### config.mk
export PLATFORM = sky130hd
export DESIGN_NAME = conv_mode_ctrl
export DESIGN_NICKNAME = d
export VERILOG_FILES = /design/src/rtl/conv_ctrl_pkg.sv /design/src/rtl/conv_cfg_reg.sv /design/src/rtl/conv_seq_fsm.sv /design/src/rtl/conv_result_hold.sv /design/src/rtl/conv_mode_ctrl.sv
export SDC_FILE = /design/constraint.sdc
export NUM_CORES = 1
export LEC_CHECK = 0
export ABC_AREA = 1
export BUFFER_PORTS_ARGS = -buffer_cell sky130_fd_sc_hd__buf_2
export CAP_MARGIN = 0
export CORE_ASPECT_RATIO = 1.75
export CORE_UTILIZATION = 45
export CTS_BUF_LIST = sky130_fd_sc_hd__clkbuf_4 sky130_fd_sc_hd__clkbuf_8 sky130_fd_sc_hd__clkbuf_16
export DETAILED_ROUTE_END_ITERATION = 10
export PLACE_DENSITY = 0.82
export SYNTH_ARGS = -nofsm -noshare
export SYNTH_HDL_FRONTEND = slang
export SYNTH_SLANG_ARGS = --single-unit
### constraint.sdc
create_clock -name clk -period 1.8 [get_ports clk]
set_input_delay 0.18 -clock clk [delete_from_list [all_inputs] [get_ports clk]]
set_output_delay 0.18 -clock clk [all_outputs]
set_load 0.02 [all_outputs]
### src/rtl/conv_ctrl_pkg.sv
package conv_ctrl_pkg;
  localparam int CFG_W    = 8;
  localparam int BIT_STAT = 7;
  localparam int RSVD_HI  = 6;
  localparam int RSVD_LO  = 5;
  localparam int BIT_MODE = 4;
  localparam int RATE_W   = 2;
  localparam int GAIN_W   = 2;
  localparam int RATE_LSB = 2;
  localparam int GAIN_LSB = 0;

  typedef enum logic {ST_OFF = 1'b0, ST_RUN = 1'b1} run_state_t;

  typedef struct packed {
    logic              single;
    logic [RATE_W-1:0] rate;
    logic [GAIN_W-1:0] gain;
  } cfg_t;

  localparam cfg_t CFG_DEFAULT = '{single: 1'b0, rate: '1, gain: '0};
endpackage

### src/rtl/conv_cfg_reg.sv
module conv_cfg_reg
  import conv_ctrl_pkg::*;
(
  input  logic             clk,
  input  logic             clr,
  input  logic             we,
  input  logic [CFG_W-1:0] wdata,
  output cfg_t             cfg_q,
  output cfg_t             cfg_nx,
  output logic             start_req
);
  cfg_t wr_val;
  logic unused_rsvd;

  always_comb begin
    wr_val.single = wdata[BIT_MODE];
    wr_val.rate   = wdata[RATE_LSB +: RATE_W];
    wr_val.gain   = wdata[GAIN_LSB +: GAIN_W];
    cfg_nx        = we ? wr_val : cfg_q;
    start_req     = we & wdata[BIT_MODE] & wdata[BIT_STAT];
  end

  assign unused_rsvd = ^wdata[RSVD_HI:RSVD_LO];

  always_ff @(posedge clk) begin
    if (clr) cfg_q <= CFG_DEFAULT;
    else     cfg_q <= cfg_nx;
  end

  a_r1_default_after_clear: assert property (@(posedge clk)
    clr |=> (cfg_q == CFG_DEFAULT));
endmodule

### src/rtl/conv_seq_fsm.sv
module conv_seq_fsm
  import conv_ctrl_pkg::*;
(
  input  logic              clk,
  input  logic              clr,
  input  cfg_t              cfg_nx_i,
  input  logic              start_req_i,
  input  logic              done_i,
  output logic              run_o,
  output logic              conv_start_o,
  output logic [RATE_W-1:0] rate_o,
  output logic [GAIN_W-1:0] gain_o
);
  run_state_t state;
  logic go, again, finish;

  always_comb begin
    go     = (state == ST_OFF) && (!cfg_nx_i.single || start_req_i);
    again  = (state == ST_RUN) && done_i && !cfg_nx_i.single;
    finish = (state == ST_RUN) && done_i && cfg_nx_i.single;
  end

  always_ff @(posedge clk) begin
    if (clr) begin
      state        <= ST_OFF;
      conv_start_o <= 1'b0;
      rate_o       <= CFG_DEFAULT.rate;
      gain_o       <= CFG_DEFAULT.gain;
    end else begin
      conv_start_o <= go | again;
      if (go | again) begin
        rate_o <= cfg_nx_i.rate;
        gain_o <= cfg_nx_i.gain;
      end
      if (go)          state <= ST_RUN;
      else if (finish) state <= ST_OFF;
    end
  end

  assign run_o = (state == ST_RUN);

  a_r6_run_holds: assert property (@(posedge clk) disable iff (clr)
    (state == ST_RUN && !done_i) |=> (state == ST_RUN));

  a_r4_single_ends: assert property (@(posedge clk) disable iff (clr)
    (state == ST_RUN && done_i && cfg_nx_i.single) |=> (state == ST_OFF && !conv_start_o));

  a_r8_fields_held: assert property (@(posedge clk) disable iff (clr)
    (state == ST_RUN && !done_i) |=> ($stable(rate_o) && $stable(gain_o)));

  a_r3_start_in_run: assert property (@(posedge clk) disable iff (clr)
    conv_start_o |-> (state == ST_RUN));
endmodule

### src/rtl/conv_result_hold.sv
module conv_result_hold #(
  parameter int DATA_W = 16
) (
  input  logic              clk,
  input  logic              clr,
  input  logic              cap_i,
  input  logic [DATA_W-1:0] din_i,
  output logic [DATA_W-1:0] dout_o
);
  always_ff @(posedge clk) begin
    if (clr)        dout_o <= '0;
    else if (cap_i) dout_o <= din_i;
  end

  a_r9_zero_after_clear: assert property (@(posedge clk)
    clr |=> (dout_o == '0));

  a_r10_hold_without_capture: assert property (@(posedge clk) disable iff (clr)
    !cap_i |=> $stable(dout_o));
endmodule

### src/rtl/conv_mode_ctrl.sv
module conv_mode_ctrl
  import conv_ctrl_pkg::*;
#(
  parameter int DATA_W = 16
) (
  input  logic              clk,
  input  logic              rst,
  input  logic              soft_rst,
  input  logic              cfg_we,
  input  logic [CFG_W-1:0]  cfg_wdata,
  input  logic              done,
  input  logic [DATA_W-1:0] done_data,
  output logic              conv_start,
  output logic              conv_en,
  output logic              pwr_dn,
  output logic [RATE_W-1:0] conv_rate,
  output logic [GAIN_W-1:0] conv_gain,
  output logic [CFG_W-1:0]  cfg_rd,
  output logic [DATA_W-1:0] result
);
  logic clr, run, start_req, busy;
  cfg_t cfg_q, cfg_nx;

  assign clr = rst | soft_rst;

  conv_cfg_reg u_cfg (
    .clk(clk), .clr(clr), .we(cfg_we), .wdata(cfg_wdata),
    .cfg_q(cfg_q), .cfg_nx(cfg_nx), .start_req(start_req)
  );

  conv_seq_fsm u_fsm (
    .clk(clk), .clr(clr), .cfg_nx_i(cfg_nx), .start_req_i(start_req),
    .done_i(done), .run_o(run), .conv_start_o(conv_start),
    .rate_o(conv_rate), .gain_o(conv_gain)
  );

  conv_result_hold #(.DATA_W(DATA_W)) u_res (
    .clk(clk), .clr(clr), .cap_i(run & done), .din_i(done_data), .dout_o(result)
  );

  always_comb begin
    busy    = !cfg_q.single || run;
    conv_en = run;
    pwr_dn  = !run;
    cfg_rd  = '0;
    cfg_rd[BIT_STAT]                = busy;
    cfg_rd[BIT_MODE]                = cfg_q.single;
    cfg_rd[RATE_LSB +: RATE_W]      = cfg_q.rate;
    cfg_rd[GAIN_LSB +: GAIN_W]      = cfg_q.gain;
  end

  a_r2_free_run_restarts: assert property (@(posedge clk) disable iff (clr)
    (!cfg_q.single && run && done && !cfg_we) |=> (conv_start && conv_en));
endmodule

; ---- Word level (Yosys, flattened, before mapping)
; Cells that the tools add are included.
; Widths: inputs -> output; s select.
[totals]
reg_bits = 27
output_inout_bits = 31
[classes]
n_bitwise = 6
reduce_logical = 10
muxes = 3
[op_table]
columns = cell, count
row1 = $mux 5, 1
row2 = $logic_and 1x1->1, 4
row3 = $and 1x1->1, 3
row4 = $logic_not 1->1, 3
row5 = $logic_or 1x1->1, 2
row6 = $mux 1, 2
row7 = $or 1x1->1, 2
row8 = $reduce_bool 2->1, 1
row9 = $not 1->1, 1

; ---- Depth between registers and ports, before layout
[depth]
word_depth = 5
depth_mapped = 6

; ---- Hierarchy
; A second synthesis with hierarchy kept.
[hier_totals]
cells_unflattened = 175
area_unflattened_um2 = 1174.9
[modules_own_cells]
columns = module, area_per_inst_um2, seq_area_each_um2, cells_each, n_inst
row1 = conv_result_hold, 670.6, 320.3, 101, 1
row2 = conv_seq_fsm, 255.2, 120.1, 34, 1
row3 = conv_cfg_reg, 196.4, 100.1, 29, 1
row4 = conv_mode_ctrl, 52.6, 0.0, 11, 1

; ---- Least setup slack after synthesis
; OpenSTA, ideal clock, no wires.
[synth_timing]
path_kind = register to register
startpoint = reg u_fsm.state, in the netlist u_fsm.run_o
endpoint = reg u_fsm.gain_o[0]
t_arrival_ns = 1.081
t_required_ns = 1.685
period_less_slack_ns = 1.196
path_stages_with_launch = 6
slack_ns = 0.604
cell_sequence = dfxtp_1 -> nand2_2 -> inv_2 -> nand3_4 -> a21oi_1 -> nor2_1
[synth_via]
elab_chain_len = 3
[synth_lines]
columns = element, line_no
row1 = start: declaration, conv_seq_fsm.sv:14  ; run_state_t state;
row2 = start signal: assignment, conv_seq_fsm.sv:25  ; state <= ST_OFF;
row3 = start signal: assignment, conv_seq_fsm.sv:35  ; if (go) state <= ST_RUN;
row4 = start signal: assignment, conv_seq_fsm.sv:36  ; else if (finish) state <= ST_OFF;
row5 = $logic_and 1x1->1 / $not 1->1 (equally long branches), "conv_seq_fsm.sv:19, conv_seq_fsm.sv:18"
row6 = "$logic_and 1x1->1, on equally long branches", "conv_seq_fsm.sv:19, conv_seq_fsm.sv:18"
row7 = $or 1x1->1 *, conv_seq_fsm.sv:31  ; if (go | again) begin
row8 = end signal: assignment, conv_seq_fsm.sv:28  ; gain_o <= CFG_DEFAULT.gain;
row9 = end signal: assignment, conv_seq_fsm.sv:33  ; gain_o <= cfg_nx_i.gain;
row10 = end: declaration, conv_seq_fsm.sv:12  ; output logic [GAIN_W-1:0] gain_o
; Every way passes the cells marked *; elsewhere a longest branch is shown, timed or not.
; A chain may end at the register's enable or synchronous reset.

; ---- Final worst setup path
[layout_timing]
startpoint = reg u_fsm.state, in the netlist u_fsm.run_o
endpoint = reg u_res.dout_o[3]
[layout_via]
elab_chain_len = 1
[layout_lines]
columns = element, line_no
row1 = $and 1x1->1, conv_mode_ctrl.sv:38  ; .clk(clk), .clr(clr), .cap_i(run & done), .din_i(done_data), .dout_o(result)
row2 = end signal: assignment, conv_result_hold.sv:12  ; else if (cap_i) dout_o <= din_i;
row3 = end: declaration, conv_result_hold.sv:8  ; output logic [DATA_W-1:0] dout_o
; Every way passes these cells.

==> flow_metrics.env <==
export IMPL_slowest_delay_ns=0.42
export IMPL_yosysSeqAreaShare_pct=51.92
export IMPL_cts_buffer_depth=2
export IMPL_ys_warn_count=0
export IMPL_antenna_found_initial=0
export IMPL_grt_pass1_wl_um=3677
export IMPL_n_antenna_cell=0
export IMPL_syn2layout_area_growth_pct=29.81
export IMPL_nets=220
export IMPL_p_sw_uw=287.7
export IMPL_hold_path_startpoint="done_data[0]"
export IMPL_critPathBufInv=2
export IMPL_ff2ff_setup_slack_ns=0.56
export IMPL_start_util_pct=48.48
export IMPL_cp_top_family="flip-flops"
export IMPL_wl_per_cell_um=10.90
export IMPL_path_cells="nand2_2, inv_2, buf_4, nor2_1, nor2_1"
export IMPL_vias=1039
export IMPL_fill_cells=218
export IMPL_min_path_type="input port to flip-flop"
export IMPL_crit_type="flip-flop to flip-flop"
export IMPL_power_leakage_uw=0.0006795
export IMPL_place_congestion=0.6678
export IMPL_final_hold_violation_count=0
export IMPL_rr_endpoint="u_res.dout_o[3]$_SDFFE_PP0P_"
export IMPL_arrival_ns=1.50
export IMPL_ioPinCount=60
export IMPL_ff2ff_path_depth=5
export IMPL_cp_max_fo=17
export IMPL_chipHeight_um=65.63
export IMPL_start_kind="flip-flop"
export IMPL_clock_insertion_delay_worst_skew_ns=0.31
export IMPL_hpwlAfterDp_um=1845
export IMPL_finalClockSkew_ns=0.001478
export IMPL_seq_area_sq_um=540.5
export IMPL_io_buffers=55
export IMPL_reg2reg_from="u_fsm.run_o$_SDFFE_PP0P_"
export IMPL_cap_violations=0
export IMPL_cts_sinks=27
export IMPL_min_to="u_res.dout_o[0]$_SDFFE_PP0P_"
export IMPL_grt_setup_unrepaired="false"
export IMPL_vias_per_cell=4.855
export IMPL_cts_made_buffers=3
export IMPL_setup_viol=0
export IMPL_multi_input_area_sq_um=434.2
export IMPL_setup_tns_ns=0
export IMPL_power_frac_comb_pct=16.2
export IMPL_die_w_um=38.36
export IMPL_netlist_area_sq_um=1041
export IMPL_grt_pass1_vias=926
export IMPL_crit_top_cell="nor2_1"
export IMPL_crit_path_end_kind="flip-flop"
export IMPL_cts_setup_buffers=0
export IMPL_firstDrtPassIters=4
export IMPL_wl_um=2332
export IMPL_status="finished, final reports clean"
export IMPL_p_seq_share_pct=58.5
export IMPL_ant_nets=0
export IMPL_drc=0
export IMPL_grt_max_degree=20
export IMPL_syn_avg_cell_area_sq_um=7.711
export IMPL_rows=22
export IMPL_fin_crit_ns=1.241
export IMPL_fin_area_sq_um=1351
export IMPL_drt_iter0_drc=18
export IMPL_dieArea_sq_um=2517
export IMPL_hold_depth=3
export IMPL_cts_max_level=1
export IMPL_clkTransAtPathRegs_ns=0.14
export IMPL_post_route_util_pct=62.94
export IMPL_drive_above_1_share_pct=35.79
export IMPL_clock_fmax_mhz=806.0
export IMPL_total_power_uw=1072
export IMPL_grt_use_total_pct=19.92
export IMPL_ys_types=15
export IMPL_cts_repair_resized=0
export IMPL_powerDensity_nw_per_um2=793.5
export IMPL_p_int_uw=784.6
export IMPL_p_clk_share_pct=25.2
export IMPL_cts_root_buf="clkbuf_4"
export IMPL_cp_required_ns=2.06
export IMPL_place_area_sq_um=1321
export IMPL_synthCells=135
export IMPL_netSwitchingFraction_pct=26.83
export IMPL_ys_ff_latch=27
export IMPL_crit_slowest_cell="dfxtp_1"
export IMPL_cts_tree="done"
export IMPL_ir_drop_mv=0.5303
export IMPL_core_area_sq_um=2147
export IMPL_slew_viol_final=0
export IMPL_cts_hold_buf=0
export IMPL_timing_final_crit_share_pct=68.93
export IMPL_overflow=0
## metrics by stage
| stage | worst slack [ns] | hold slack [ns] | cells |
|---|---|---|---|
| 2_1_floorplan | 0.6043 | 0.3202 | 136 |
| 3_3_place_gp | 0.6196 | 0.4145 | 210 |
| 3_5_place_dp | 0.5869 | 0.4290 | 210 |
| 4_1_cts | 0.5560 | 0.09163 | 214 |
| 5_1_grt | 0.4263 | 0.09668 | 214 |
| 6_report | 0.5592 | 0.09288 | 214 |
## how the worst max path moves through the flow
stage,start,endpoint,cells after the start
final,u_fsm.run_o$_SDFFE_PP0P_,u_res.dout_o[3]$_SDFFE_PP0P_,5
after global routing,u_fsm.run_o$_SDFFE_PP0P_,u_res.dout_o[3]$_SDFFE_PP0P_,5
after CTS,u_fsm.run_o$_SDFFE_PP0P_,u_res.dout_o[5]$_SDFFE_PP0P_,5
after detailed placement,u_fsm.run_o$_SDFFE_PP0P_,u_res.dout_o[5]$_SDFFE_PP0P_,5
after global placement,u_fsm.run_o$_SDFFE_PP0P_,u_fsm.gain_o[0]$_SDFFE_PP0P_,5
after floorplan,u_fsm.run_o$_SDFFE_PP0P_,u_fsm.gain_o[0]$_SDFFE_PP0P_,5
## kinds of logic (layout without fill, tap and decap cells)
logic type / Yosys count / after routing / share of synthesized area [%]
flip-flops: 27 / 27 / 51.92
buffers and inverters: 14 / 68 / 6.730
AND/OR/NAND/NOR: 70 / 70 / 29.93
other: 1 / 2 / 0.3602
AO/OA/AOI/OAI: 23 / 23 / 11.06
## registers in the layout, summed over array words and instances, names as in the netlist
register	cells
u_res.dout_o	16
u_cfg.cfg_q	5
u_fsm.gain_o	2
u_fsm.rate_o	2
u_fsm.conv_start_o	1
u_fsm.run_o	1
## worst min-delay path: stages
cell     delay [ns]
buf_2          0.07
o21ai_1        0.06
nor2_1         0.07
## routing by layer
metal / track usage [%] / share of wire (%) / vias to the layer above
met1: 19.35 / 38 / 462
met4: 9.052 / 1.9 / 0
met5: 0 / 0 / -
met3: 2.027 / 5.4 / 4
met2: 38.56 / 54 / 37
li1: - / - / 536
## power groups by stage
| stage | logic (uW) | registers [uW] | clock network (uW) |
|---|---|---|---|
| 4_1_cts | 177 | 628 | 274 |
| 3_3_place_gp | 170 | 640 | 0 |
| 2_1_floorplan | 88.5 | 665 | 0 |
| 5_1_grt | 194 | 630 | 296 |
| 3_5_place_dp | 176 | 641 | 0 |
| 6_report | 174 | 628 | 270 |
## cell type report
type | instances | share of cell area [%]
repair buffers | 57 | 21.48
inverters | 7 | 1.944
well taps | 24 | 2.222
multi-input cells | 95 | 32.13
clock buffers | 4 | 2.222
flip-flops and latches | 27 | 40.00
## cells in the mapped netlist
library cell / n / area (sq um)
buf_2: 2 / 10.01
a21oi_1: 7 / 35.03
nand2_4: 1 / 11.26
nand3_4: 2 / 35.03
o21ai_1: 16 / 80.08
conb_1: 1 / 3.750
buf_4: 4 / 30.03
nand3_1: 9 / 45.04
clkbuf_1: 1 / 3.750
nand2_1: 22 / 82.58
inv_2: 3 / 11.26
inv_1: 4 / 15.01
nand2_2: 1 / 6.260
dfxtp_1: 27 / 540.5
nor2_1: 35 / 131.4
## placed cells by master, fill, tap and decap left out
master | Yosys | layout
nor2_1 | 35 | 35
dfxtp_1 | 27 | 27
inv_2 | 3 | 3
nand2_4 | 1 | 1
nand2_2 | 1 | 1
conb_1 | 1 | 2
nand3_4 | 2 | 2
o21ai_1 | 16 | 16
nand2_1 | 22 | 22
a21oi_1 | 7 | 7
buf_4 | 4 | 2
inv_1 | 4 | 4
buf_2 | 2 | 55
clkbuf_4 | 0 | 4
nand3_1 | 9 | 9
No activity file was read; power rests on OpenSTA's default activity.
